--- src/rtl/pcseq_pkg.sv ---
// Shared encodings for the program counter sequencer.
package pcseq_pkg;
    typedef enum logic [2:0] {
        OP_STEP  = 3'd0,
        OP_JUMP  = 3'd1,
        OP_BRZ   = 3'd2,
        OP_BRN   = 3'd3,
        OP_CALL  = 3'd4,
        OP_RET   = 3'd5,
        OP_HOLDA = 3'd6,
        OP_HOLDB = 3'd7
    } seq_op_e;

    localparam int FLG_N = 3;
    localparam int FLG_Z = 2;
    localparam int FLG_V = 1;
    localparam int FLG_C = 0;
endpackage

--- src/rtl/pcseq_ret_stack.sv ---
// Return-address LIFO. The pointer names the next free slot: a push writes
// there and then advances; a pop steps back and the slot below is presented.
// Assumes the caller never asks for push and pop in the same cycle and only
// pushes when not full and pops when not empty.
module pcseq_ret_stack #(
    parameter int ADDR_W = 16,
    parameter int DEPTH  = 8
) (
    input  logic              clk,
    input  logic              rst_n,
    input  logic              push_i,
    input  logic              pop_i,
    input  logic [ADDR_W-1:0] push_data_i,
    output logic [ADDR_W-1:0] top_o,
    output logic              full_o,
    output logic              empty_o
);
    localparam int PTR_W = $clog2(DEPTH + 1);
    localparam int IDX_W = (DEPTH > 1) ? $clog2(DEPTH) : 1;

    logic [ADDR_W-1:0] slot_q [DEPTH];
    logic [PTR_W-1:0]  ptr_q;
    logic [PTR_W-1:0]  ptr_dec;

    assign ptr_dec = ptr_q - PTR_W'(1);
    assign full_o  = (ptr_q == PTR_W'(DEPTH));
    assign empty_o = (ptr_q == '0);
    assign top_o   = slot_q[ptr_dec[IDX_W-1:0]];

    // Pointer: advance on push, step back on pop, empty on reset.
    always_ff @(posedge clk) begin
        if (!rst_n) begin
            ptr_q <= '0;
        end else if (push_i && !full_o) begin
            ptr_q <= ptr_q + PTR_W'(1);
        end else if (pop_i && !empty_o) begin
            ptr_q <= ptr_dec;
        end
    end

    // Storage: write the pushed address into the free slot.
    always_ff @(posedge clk) begin
        if (push_i && !full_o) begin
            slot_q[ptr_q[IDX_W-1:0]] <= push_data_i;
        end
    end


    stack_excl_chk: assert property (@(posedge clk) disable iff (!rst_n)
        !(push_i && pop_i));


    no_overflow_chk: assert property (@(posedge clk) disable iff (!rst_n)
        (push_i && full_o) |=> $stable(ptr_q));


    no_underflow_chk: assert property (@(posedge clk) disable iff (!rst_n)
        (pop_i && empty_o) |=> $stable(ptr_q));


    ptr_bound_chk: assert property (@(posedge clk) disable iff (!rst_n)
        ptr_q <= PTR_W'(DEPTH));
endmodule

--- src/rtl/pcseq_next_pc.sv ---
// Next-PC selection. Purely combinational: from the operation, the current
// PC, the flags and the stack state it picks the next PC and raises the
// push, pop and error requests. Assumes the results are used only when an
// operation is valid.
module pcseq_next_pc
    import pcseq_pkg::*;
#(
    parameter int ADDR_W = 16
) (
    input  seq_op_e           op_i,
    input  logic [ADDR_W-1:0] pc_i,
    input  logic [ADDR_W-1:0] target_i,
    input  logic              flag_n_i,
    input  logic              flag_z_i,
    input  logic              full_i,
    input  logic              empty_i,
    input  logic [ADDR_W-1:0] top_i,
    output logic [ADDR_W-1:0] pc_next_o,
    output logic [ADDR_W-1:0] pc_inc_o,
    output logic              push_o,
    output logic              pop_o,
    output logic              set_ovf_o,
    output logic              set_unf_o
);
    assign pc_inc_o = pc_i + ADDR_W'(1);

    // Decode the operation into a next PC and stack/error requests.
    always_comb begin
        pc_next_o = pc_i;
        push_o    = 1'b0;
        pop_o     = 1'b0;
        set_ovf_o = 1'b0;
        set_unf_o = 1'b0;
        case (op_i)
            OP_STEP: pc_next_o = pc_inc_o;
            OP_JUMP: pc_next_o = target_i;
            OP_BRZ:  pc_next_o = flag_z_i ? target_i : pc_inc_o;
            OP_BRN:  pc_next_o = flag_n_i ? target_i : pc_inc_o;
            OP_CALL: begin
                if (full_i) begin
                    set_ovf_o = 1'b1;
                end else begin
                    push_o    = 1'b1;
                    pc_next_o = target_i;
                end
            end
            OP_RET: begin
                if (empty_i) begin
                    set_unf_o = 1'b1;
                end else begin
                    pop_o     = 1'b1;
                    pc_next_o = top_i;
                end
            end
            default: pc_next_o = pc_i;
        endcase
    end
endmodule

--- src/rtl/pcseq_top.sv ---
// Program counter sequencer top. Registers the PC and the sticky error
// flags and updates them once per valid operation. Assumes the target and
// flags are stable in the same cycle as valid_i.
module pcseq_top
    import pcseq_pkg::*;
#(
    parameter int ADDR_W = 16,
    parameter int DEPTH  = 8
) (
    input  logic              clk,
    input  logic              rst_n,
    input  logic              valid_i,
    input  logic [2:0]        op_i,
    input  logic [ADDR_W-1:0] target_i,
    input  logic [3:0]        flags_i,
    output logic [ADDR_W-1:0] pc_o,
    output logic              ovf_o,
    output logic              unf_o
);
    seq_op_e           op;
    logic [ADDR_W-1:0] pc_q;
    logic              ovf_q;
    logic              unf_q;
    logic [ADDR_W-1:0] pc_next;
    logic [ADDR_W-1:0] pc_inc;
    logic [ADDR_W-1:0] stk_top;
    logic              stk_full;
    logic              stk_empty;
    logic              push_req;
    logic              pop_req;
    logic              set_ovf;
    logic              set_unf;
    logic              flags_unused;

    assign op           = seq_op_e'(op_i);
    assign flags_unused = flags_i[FLG_V] ^ flags_i[FLG_C];

    pcseq_next_pc #(.ADDR_W(ADDR_W)) sel_i (
        .op_i      (op),
        .pc_i      (pc_q),
        .target_i  (target_i),
        .flag_n_i  (flags_i[FLG_N]),
        .flag_z_i  (flags_i[FLG_Z]),
        .full_i    (stk_full),
        .empty_i   (stk_empty),
        .top_i     (stk_top),
        .pc_next_o (pc_next),
        .pc_inc_o  (pc_inc),
        .push_o    (push_req),
        .pop_o     (pop_req),
        .set_ovf_o (set_ovf),
        .set_unf_o (set_unf)
    );

    pcseq_ret_stack #(.ADDR_W(ADDR_W), .DEPTH(DEPTH)) stk_i (
        .clk         (clk),
        .rst_n       (rst_n),
        .push_i      (valid_i && push_req),
        .pop_i       (valid_i && pop_req),
        .push_data_i (pc_inc),
        .top_o       (stk_top),
        .full_o      (stk_full),
        .empty_o     (stk_empty)
    );

    // PC and sticky flags: update only on a valid operation.
    always_ff @(posedge clk) begin
        if (!rst_n) begin
            pc_q  <= '0;
            ovf_q <= 1'b0;
            unf_q <= 1'b0;
        end else if (valid_i) begin
            pc_q <= pc_next;
            if (set_ovf) ovf_q <= 1'b1;
            if (set_unf) unf_q <= 1'b1;
        end
    end

    assign pc_o  = pc_q;
    assign ovf_o = ovf_q;
    assign unf_o = unf_q;


    idle_hold_chk: assert property (@(posedge clk) disable iff (!rst_n)
        !valid_i |=> ($stable(pc_q) && $stable(ovf_q) && $stable(unf_q)));


    step_inc_chk: assert property (@(posedge clk) disable iff (!rst_n)
        (valid_i && op_i == 3'd0) |=> pc_q == $past(pc_q) + ADDR_W'(1));


    jump_load_chk: assert property (@(posedge clk) disable iff (!rst_n)
        (valid_i && op_i == 3'd1) |=> pc_q == $past(target_i));


    call_load_chk: assert property (@(posedge clk) disable iff (!rst_n)
        (valid_i && op_i == 3'd4 && !stk_full) |=> pc_q == $past(target_i));


    full_call_chk: assert property (@(posedge clk) disable iff (!rst_n)
        (valid_i && op_i == 3'd4 && stk_full) |=> (ovf_q && $stable(pc_q)));


    empty_ret_chk: assert property (@(posedge clk) disable iff (!rst_n)
        (valid_i && op_i == 3'd5 && stk_empty) |=> (unf_q && $stable(pc_q)));


    ovf_sticky_chk: assert property (@(posedge clk) disable iff (!rst_n)
        ovf_q |=> ovf_q);


    unf_sticky_chk: assert property (@(posedge clk) disable iff (!rst_n)
        unf_q |=> unf_q);
endmodule

--- config.mk ---
export PLATFORM = sky130hd
export DESIGN_NAME = pcseq_top
export DESIGN_NICKNAME = d
export VERILOG_FILES = /design/src/rtl/pcseq_pkg.sv /design/src/rtl/pcseq_ret_stack.sv /design/src/rtl/pcseq_next_pc.sv /design/src/rtl/pcseq_top.sv
export SDC_FILE = /design/constraint.sdc
export NUM_CORES = 1
export LEC_CHECK = 0
export ABC_AREA = 0
export BUFFER_PORTS_ARGS = -buffer_cell sky130_fd_sc_hd__clkbuf_2
export CAP_MARGIN = 25
export CORE_MARGIN = 8
export CORE_UTILIZATION = 47
export CTS_BUF_LIST = sky130_fd_sc_hd__clkbuf_4
export CTS_CLUSTER_SIZE = 25
export DETAILED_ROUTE_END_ITERATION = 7
export GPL_TIMING_DRIVEN = 1
export PLACE_DENSITY_LB_ADDON = 0.05
export SYNTH_ARGS = -nofsm -noshare
export SYNTH_HDL_FRONTEND = slang
export SYNTH_HIERARCHICAL = 1
export SYNTH_SLANG_ARGS = --single-unit
--- constraint.sdc ---
create_clock -name clk -period 10.11 [get_ports clk]
set_input_delay 1.011 -clock clk [delete_from_list [all_inputs] [get_ports clk]]
set_output_delay 1.011 -clock clk [all_outputs]
set_load 0.01 [all_outputs]
==> impl_metrics.toml <==
[clock_network]
root_buffer = "clkbuf_4"
cts_buffers = 17
worstSkewPairLatency_ps = 550
htreeDepth = 4
cts_tree = "yes"
cts_resized = 0
postCtsHoldBufs = 0
clk_pin_slew_worst_paths_ps = 130
clk_path_buf_depth = 2
post_cts_buffers = 0
cts_sinks = 150

[grt]
grt_pass1_wl_um = 24200
track_usage = 0.184
antenna_found_initial = 0
overflow = 0
grt_start_max_net_pins = 41
grt_pass1_vias = 3950

[floorplan]
placementRows = 43
die_x_um = 136
core_area_um2 = 13900
ioPinCount = 44
initial_core_util = 0.482
fp.dieH_um = 136
dieArea_um2 = 18400

[sta]
hold_violations = 0
tightest_slew_ps = 951
timing.fmax_mhz = 278
max-slew-margin-rel = 0.366
clock_skew_ps = 17.1
slew_viol_final = 0
finalCritPeriodShare = 0.356
fin_ws_ps = 6510
tns_ps = 0
setup-violations-final = 0
min_period_ps = 3600
rsz0062_at_grt = "no"
hold_ws_ps = 524

[synthesis]
async_flop_share = 0
synth_most_common_cell = "edfxtp_1"
synthFlopType = "edfxtp_1"
yosysTopAreaCell = "edfxtp_1"
yosysTopAreaCellShare = 0.573
synthTopCellsByCount = "edfxtp_1 (128), mux4_2 (32), nand2_1 (24)"
ys_ff_latch = 150
synth_cells = 421
synth_area_leaders = "edfxtp_1 (57%), mux4_2 (11%), dfxtp_1 (6.6%)"
avgSynthCellArea_um2 = 15.9
ys_warn_count = 6
synth_area_um2 = 6710
synth_nets = 450
ys_seq_area_frac = 0.638
ys_types = 54
synth_edf_count = 128

[place]
hpwl_um = 9810
gp_congestion = 0.767
port_buffers = 41
placed_area_um2 = 7100
pre_cts_slack_ps = 6300

[final_layout]
area.growth.synth_to_final_pct = 10.2
drive_gt1_frac = 0.315
num_antenna_cells = 0
fin_area_um2 = 7400
nNetsFinal = 496
num-fill-cells = 1156

[detailed_routing]
drc = 0
first_pass_iters = 5
postRouteAntennaNets = 0
vias_per_cell = 5.96
wire_per_inst_um = 24.3
drt_iter0_drc = 259
vias = 3935
routed_wl_um = 16100

[setup_path]
cp-end-kind = "flip-flop"
reg2reg_to = "stk_i/slot_q[0][15]$_DFFE_PP_"
startpoint = "stk_i/ptr_q[1]$_SDFFE_PN0P_"
crit_arrival_ps = 3850
critPathCapture = "stk_i/slot_q[0][15]$_DFFE_PP_"
cp-start-kind = "flip-flop"
reg2reg_depth = 9
path_class = "reg2reg"
reg2reg_setup_slack_ps = 6510
critPathMaxFanout = 14
crit-reg2reg-launch = "stk_i/ptr_q[1]$_SDFFE_PN0P_"
worst_ep_required_time_ps = 10360

[pwr]
swShare = 0.246
seq_power_share = 0.606
p_int_uw = 854
p_per_area_nw_per_um2 = 153
clock_power_share = 0.337
power_frac_comb = 0.057
netSwitchingPower_uw = 279
ir_drop_mv = 0.0915
p_leak_uw = 0.00255

[hold_path]
hold_path_class = "reg2reg"

[flow_run]
cap_violations = 0

[status]
status = "finished, final reports clean"
==> cell usage in the layout, fill, tap and decap left out, types with 6 or more instances in the layout <==
cell type  instances
nand3_1            6
edfxtp_1         128
inv_1              7
nand4_1            6
a222oi_1           7
dfxtp_1           21
a21oi_1            8
nand2_1           24
mux2_2            19
buf_4             12
mux4_2            32
clkbuf_2          41
nor2b_1           19
nor2_1             7
mux2i_1           17
clkbuf_4          17
xnor2_1           11
o21ai_0           11
==> worst max-delay path, cell delays in order, from the launching register on <==
cell	delay [ps]
dfxtp_1	560
inv_1	110
ha_1	290
nand2b_1	240
nor2_1	130
nor4_1	170
and2_1	440
nand3b_1	290
nor3_2	670
buf_4	380
==> routing by layer <==
layer  global-route usage  up-vias  wire length (µm)
met5                    0        -                 0
met4               0.0666        0               193
met3               0.0415       15               794
met2                0.285       91              7730
met1                0.249     2051              7340
li1                     -     1778                 -
==> power by group through the flow <==
stage	combinational, µW	sequential, µW	clock, µW
after floorplan	41.3	699	0
after global placement	63.0	700	0
after detailed placement	64.5	700	0
after CTS	64.8	687	391
after global routing	70.8	688	415
final	64.3	686	382
==> per-stage QoR <==
stage	instances	total power [µW]	util
final	660	1130	0.531
after global routing	660	1170	0.531
after CTS	660	1140	0.531
after detailed placement	628	765	0.510
after global placement	628	763	0.510
after floorplan	421	740	-
==> worst min path at each step <==
| stage | start | endpoint | slack, ps | cells after the start |
|---|---|---|---|---|
| detailed placement | unf_o$_SDFFE_PN0P_ | unf_o$_SDFFE_PN0P_ | 490 | 2 |
| CTS | unf_o$_SDFFE_PN0P_ | unf_o$_SDFFE_PN0P_ | 520 | 2 |
| global placement | ovf_o$_SDFFE_PN0P_ | ovf_o$_SDFFE_PN0P_ | 480 | 2 |
| finish | unf_o$_SDFFE_PN0P_ | unf_o$_SDFFE_PN0P_ | 520 | 2 |
| global route | unf_o$_SDFFE_PN0P_ | unf_o$_SDFFE_PN0P_ | 540 | 2 |
| floorplan | unf_o$_SDFFE_PN0P_ | unf_o$_SDFFE_PN0P_ | 520 | 2 |
==> state kept, by name (all words and copies together) (netlist names) <==
register      count
ovf_o             1
pc_o             16
stk_i/ptr_q       4
stk_i/slot_q    128
unf_o             1
==> layout make-up <==
cell class,count,area [µm²],area share
sequential,150,4290,0.579
multi-input combinational,238,2270,0.307
timing repair buffer,53,295,0.0399
tap,180,225,0.0304
clock inverter,15,168,0.0227
clock buffer,17,128,0.0173
inverter,7,26.3,0.00355
==> cells by family after synthesis <==
| group | share of synthesized area |
|---|---|
| flip-flops | 0.638 |
| AND/OR/NAND/NOR | 0.0729 |
| multiplexers | 0.166 |
| AO/OA/AOI/OAI | 0.0671 |
| buffers and inverters | 0.0280 |
| XOR/XNOR | 0.0220 |
| adder cells (fa/ha/maj) | 0.00559 |
(Power assumes the default switching activity.)
